===== config.mk =====
export PLATFORM = sky130hd
export DESIGN_NAME = ca_cmd_pipe
export DESIGN_NICKNAME = d
export VERILOG_FILES = /design/src/rtl/ca_pipe_pkg.sv /design/src/rtl/ca_pipe_ctrl.sv /design/src/rtl/ca_pipe_datapath.sv /design/src/rtl/ca_cmd_pipe.sv
export SDC_FILE = /design/constraint.sdc
export NUM_CORES = 1
export LEC_CHECK = 0
export ABC_CLOCK_PERIOD_IN_PS = 1100
export BUFFER_PORTS_ARGS = -buffer_cell sky130_fd_sc_hd__buf_4
export CAP_MARGIN = 20
export CORE_ASPECT_RATIO = 0.6
export CORE_MARGIN = 8
export CORE_UTILIZATION = 48
export CTS_CLUSTER_DIAMETER = 100
export DETAILED_ROUTE_END_ITERATION = 6
export PLACE_DENSITY = 0.89
export RECOVER_POWER = 25
export SETUP_SLACK_MARGIN = 0.4
export SKIP_CTS_REPAIR_TIMING = 1
export SLEW_MARGIN = 20
export SYNTH_ARGS = -nofsm -noshare
export SYNTH_HDL_FRONTEND = slang
export SYNTH_HIERARCHICAL = 1
export SYNTH_SLANG_ARGS = --single-unit

===== constraint.sdc =====
create_clock -name clk -period 1.1 [get_ports clk]
set_clock_uncertainty 0.05 [all_clocks]
set_input_delay 0.165 -clock clk [delete_from_list [all_inputs] [get_ports clk]]
set_output_delay 0.165 -clock clk [all_outputs]
set_load 0.03 [all_outputs]

===== src/rtl/ca_pipe_pkg.sv =====
package ca_pipe_pkg;

  // Strobes from the mode control to the datapath.
  typedef struct packed {
    logic holdRegistered;  // drive devices from the capture register
    logic deepReadTap;     // take the read enable from the longer tap
  } caStrobes_t;

endpackage


===== src/rtl/ca_pipe_ctrl.sv =====
module ca_pipe_ctrl
  import ca_pipe_pkg::*;
(
  input  logic       regEnable,
  output caStrobes_t strobes
);

  // The mode pin is static. Both strobes follow it directly, so the
  // command path and the read mask tap always move together.
  always_comb begin
    strobes.holdRegistered = regEnable;
    strobes.deepReadTap    = regEnable;
  end

endmodule


===== src/rtl/ca_pipe_datapath.sv =====
module ca_pipe_datapath
  import ca_pipe_pkg::*;
#(
  parameter int CMD_W      = 23,
  parameter int ADDR_BITS  = 15,
  parameter int LANES      = 9,
  parameter int RD_LAT_BUF = 2
) (
  input  logic             clk,
  input  logic             rstN,
  input  caStrobes_t       strobes,
  input  logic [CMD_W-1:0] cmdIn,
  input  logic [LANES-1:0] maskIn,
  output logic [CMD_W-1:0] cmdOut,
  output logic [LANES-1:0] maskOut,
  output logic [LANES-1:0] rdLaneEn
);

  localparam int RD_LAT_REG = RD_LAT_BUF + 1;
  // Idle: address and bank zero, every active-low strobe and the clock enable at one.
  localparam logic [CMD_W-1:0] CMD_IDLE = {{ADDR_BITS{1'b0}}, {(CMD_W-ADDR_BITS){1'b1}}};

  logic [CMD_W-1:0]                  cmdQ;
  logic [RD_LAT_REG-1:0][LANES-1:0]  maskPipe;
  logic [LANES-1:0]                  rdMaskTap;

  always_ff @(posedge clk or negedge rstN) begin
    if (!rstN) cmdQ <= CMD_IDLE;
    else       cmdQ <= cmdIn;
  end

  // Stage 0 is the mask capture register. The later stages realign the mask for reads.
  always_ff @(posedge clk or negedge rstN) begin
    if (!rstN) begin
      maskPipe <= '1;
    end else begin
      maskPipe[0] <= maskIn;
      for (int s = 1; s < RD_LAT_REG; s++) maskPipe[s] <= maskPipe[s-1];
    end
  end

  always_comb begin
    cmdOut    = strobes.holdRegistered ? cmdQ        : cmdIn;
    maskOut   = strobes.holdRegistered ? maskPipe[0] : maskIn;
    rdMaskTap = strobes.deepReadTap ? maskPipe[RD_LAT_REG-1] : maskPipe[RD_LAT_BUF-1];
  end

  genvar lane;
  generate
    for (lane = 0; lane < LANES; lane++) begin : g_lane
      assign rdLaneEn[lane] = ~rdMaskTap[lane];
    end
  endgenerate

endmodule


===== src/rtl/ca_cmd_pipe.sv =====
module ca_cmd_pipe
  import ca_pipe_pkg::*;
#(
  parameter int ADDR_W     = 13,
  parameter int BANK_W     = 2,
  parameter int CS_W       = 4,
  parameter int LANES      = 9,
  parameter int RD_LAT_BUF = 2
) (
  input  logic              clk,
  input  logic              rstN,
  input  logic              regEnable,
  input  logic [ADDR_W-1:0] caAddr,
  input  logic [BANK_W-1:0] caBank,
  input  logic [CS_W-1:0]   caCsN,
  input  logic              caRasN,
  input  logic              caCasN,
  input  logic              caWeN,
  input  logic              caCke,
  input  logic [LANES-1:0]  caMask,
  output logic [ADDR_W-1:0] devAddr,
  output logic [BANK_W-1:0] devBank,
  output logic [CS_W-1:0]   devCsN,
  output logic              devRasN,
  output logic              devCasN,
  output logic              devWeN,
  output logic              devCke,
  output logic [LANES-1:0]  devMask,
  output logic [LANES-1:0]  rdLaneEn
);

  localparam int CMD_W = ADDR_W + BANK_W + CS_W + 4;

  caStrobes_t       strobes;
  logic [CMD_W-1:0] cmdIn;
  logic [CMD_W-1:0] cmdOut;

  assign cmdIn = {caAddr, caBank, caCsN, caRasN, caCasN, caWeN, caCke};
  assign {devAddr, devBank, devCsN, devRasN, devCasN, devWeN, devCke} = cmdOut;

  ca_pipe_ctrl i_ctrl (
    .regEnable (regEnable),
    .strobes   (strobes)
  );

  ca_pipe_datapath #(
    .CMD_W      (CMD_W),
    .ADDR_BITS  (ADDR_W + BANK_W),
    .LANES      (LANES),
    .RD_LAT_BUF (RD_LAT_BUF)
  ) i_datapath (
    .clk      (clk),
    .rstN     (rstN),
    .strobes  (strobes),
    .cmdIn    (cmdIn),
    .maskIn   (caMask),
    .cmdOut   (cmdOut),
    .maskOut  (devMask),
    .rdLaneEn (rdLaneEn)
  );

endmodule


-- After elaboration in Yosys (flattened, before gate mapping)
Index checks and enable logic that the tools add are counted.
- latch bits: 0
- memories: 0
- logic and storage cells: 16
- input port bits: 35
- memory bits (read-only): 0
- flip-flop bits (word level): 50
- RAM bits: 0
- divide/modulo/power cells: 0
- reduce and logical (&&, ||, !) cells: 0
- multipliers: 0
- shift operators: 0
- multiplexer cells: 3
- magnitude comparators: 0
- eq/ne operators: 0
- bitwise logic cells: 9
- $add $sub $neg: 0
- operators by type and width (cell ; count):
    $mux W23 ; 1
    $mux W9 ; 2
    $not A1 Y1 ; 9

-- Longest topological paths before layout
- depth after elaboration: 2
- depth in mapped cells: 4

-- Cells and area by module
Netlist, hierarchy kept.
- by module, submodules not included (module ; times used ; cells an instance ; area an instance (um^2) ; sequential area each (um^2)):
    ca_pipe_datapath ; 1 ; 96 ; 1934.4 ; 1295.0
    ca_pipe_ctrl ; 1 ; 2 ; 15.0 ; 0.0

-- Worst setup path before layout
OpenSTA, ideal clock, no wires.
- kind: input -> output
- from: input regEnable
- to: output rdLaneEn[0]
- buffers on the path: 2
- data required time: 885 ps
- arrival time: 1066 ps
- cell stages on the path: 3
- slack: -181 ps
- cell sequence: buf_4 buf_2 mux2i_1
- word-level cells in the longest chain between the ends: 2
- RTL lines (what ; RTL line ; RTL):
    start: declaration ; ca_cmd_pipe.sv:12 ; input logic regEnable,
    $mux W9 ; ca_pipe_datapath.sv:45 ; rdMaskTap = strobes.deepReadTap ? maskPipe[RD_LAT_REG-1] : maskPipe[RD_LAT_BUF-1];
    $not A1 Y1 ; ca_pipe_datapath.sv:51 ; assign rdLaneEn[lane] = ~rdMaskTap[lane];
    end: declaration ; ca_cmd_pipe.sv:29 ; output logic [LANES-1:0] rdLaneEn
No other way between the ends.

-- Worst setup path in the final report
- from: register i_datapath/maskPipe[1] (netlist bit)
- to: output devMask[1]
- word-level cells in the longest chain between the ends: 1
- RTL lines (what ; RTL line ; RTL):
    start: declaration ; ca_pipe_datapath.sv:24 ; logic [RD_LAT_REG-1:0][LANES-1:0] maskPipe;
    $mux W9 ; ca_pipe_datapath.sv:44 ; maskOut = strobes.holdRegistered ? maskPipe[0] : maskIn;
    end: declaration ; ca_cmd_pipe.sv:28 ; output logic [LANES-1:0] devMask,
No other way between the ends.

==> results.py <==
metrics = {
    "global_routing": {
        "grt_pass1_vias": 1302,
        "grt_use_total_pct": 13.21,
        "grt_pass1_wl_um": 6603,
        "grt_overflow": 0,
        "grt_antenna_before_repair": 0,
        "grt_max_degree": 31,
    },
    "sta": {
        "final_hold_viol_count": 9,
        "rsz0062_at_grt": "true",
        "setup_slack_ns": -0.2413,
        "clock.fmax_mhz": 745.6,
        "setup_violations": 41,
        "whs_ns": -0.005991,
        "min_period_over_period_pct": 121.9,
        "maxSlewViolCount": 0,
        "tns_ns": -7.982,
        "relSlewSlack_pct": 27.82,
        "max_slew.worst_pin.slew_ns": 1.083,
        "min_period_ns": 1.341,
    },
    "layout": {
        "layout_commonest_cell": "buf_6",
        "drive_gt1_share_pct": 77.46,
        "area_growth_pct": 68.93,
        "fin_nets": 247,
        "antenna_cells": 0,
        "final_cell_mix": "42 x buf_6, 37 x buf_4, 35 x dfstp_2",
    },
    "setup_path": {
        "rrSetupSlack_ns": 0.32,
        "path_max_fanout": 2,
        "start_kind": "register",
        "endpoint_kind": "output pin",
        "worst-setup-path-type": "reg -> out",
        "cp.arrival_ns": 1.13,
        "crit_start": "i_datapath/maskPipe[1]$_DFF_PN1_",
        "required_ns": 0.88,
        "rr_startpoint": "i_datapath/maskPipe[10]$_DFF_PN1_",
    },
    "yosys": {
        "syn-cell-area_um2": 1949,
        "syn_inst": 98,
        "avgSynthCellArea_um2": 19.89,
        "ys_types": 9,
        "ys_ff_latch": 50,
        "ys_warn_count": 6,
        "ys_seq_area_share_pct": 66.43,
        "synth.net_count": 133,
    },
    "die": {
        "die_h_um": 65.37,
        "placementRows": 18,
        "die_w_um": 98.27,
        "core_area_um2": 4009,
        "pin_count": 76,
        "fp.dieArea_um2": 6423,
        "start_util_pct": 48.63,
    },
    "pwr": {
        "p_leak_nw": 1.508,
        "power_density_nw_per_um2": 1389,
        "total_power_mw": 4.574,
        "peakVddDrop_mv": 1.403,
    },
    "place": {
        "dp.final_hpwl_um": 3247,
        "globalplace.congestion": 0.7342,
        "port_buffers": 75,
    },
    "routing": {
        "first_pass_iters": 3,
        "drc_errors": 0,
        "drt_first_iter_violations": 9,
        "post_drt_wl_per_cell_um": 17.79,
        "ant_nets": 0,
        "via_per_inst": 4.646,
        "wl_um": 4679,
        "vias": 1222,
    },
    "clocking": {
        "cts_buffers": 5,
        "cts-root-buf": "clkbuf_8",
        "tritoncts": "built",
        "cts_sinks": 50,
        "cts-htree-levels": 2,
        "cts_max_path_buffers": 2,
        "clk_latency_ns": 0.30,
        "clk_pin_slew_ns": 0.09,
    },
    "outcome": {
        "violations": "negative hold slack, negative setup slack",
        "status": "finished with violations",
    },
    "flow_run": {
        "maxCapViolCount": 0,
    },
    "worst_hold_path": {
        "hp-class": "in -> async",
    },
}
-- through the flow --
stage               setup WS (ns)  utilization, %  instance area (µm²)  std cells
finish                    -0.2413           82.15                 3293        263
global route              -0.2764           82.15                 3293        263
CTS                       -0.2618           69.88                 2801        228
detailed placement        -0.1349           66.45                 2664        220
global placement          -0.1173           66.45                 2664        220
floorplan                 0.01597               -                 2085         98
-- final timing paths --
kind	cells past startpoint	end
min	1	i_datapath/cmdQ[10]$_DFF_PN0_
min reg2reg	0	i_datapath/maskPipe[15]$_DFF_PN1_
max	2	devMask[1]
min in group clk	0	i_datapath/maskPipe[15]$_DFF_PN1_
max reg2reg	1	i_datapath/maskPipe[19]$_DFF_PN1_
max in group asynchronous	2	i_datapath/cmdQ[3]$_DFF_PN1_
-- layer usage --
metal	wire, µm	global-route usage (%)	vias to the layer above
li1	-	-	560
met1	1820	13.72	616
met2	2447	23.77	43
met3	387	6.533	3
met4	24	3.416	0
met5	0	0	-
-- layout make-up --
cell class	instances	area [µm²]
multi-input combinational	41	683.2
sequential	50	1295
timing repair buffer	114	1115
fill	210	715.7
tap	50	62.56
clock buffer	7	107.6
clock inverter	1	30.03
-- worst max-delay path: stages (launching register included) --
cell and delay [ns]:
dfstp_2 0.55, mux2_4 0.15, buf_6 0.13
-- sequential cells by signal (all words and copies together), names as in the netlist --
signal and cells:
i_datapath/maskPipe 27, i_datapath/cmdQ 23
-- where the power goes --
part	switching, mW	internal, mW
Sequential	0.0565	1.98
Combinational	0.491	0.581
Clock	0.583	0.878
Total	1.13	3.44
-- cells by family (layout without fill, tap and decap cells) --
family / Yosys count / in the layout / share of synthesized area, %
buffers and inverters: 7 / 122 / 4.685
multiplexers: 41 / 41 / 28.88
flip-flops: 50 / 50 / 66.43
-- synth_stat cells --
cell | instances | area, µm²
mux2_2 | 2 | 22.52
buf_12 | 3 | 60.06
mux2i_1 | 9 | 90.09
buf_6 | 1 | 11.26
dfstp_2 | 35 | 919.6
mux2_4 | 30 | 450.4
dfrtp_1 | 15 | 375.4
buf_2 | 1 | 5.000
buf_4 | 2 | 15.01
No activity file was read; power rests on OpenSTA's default activity.
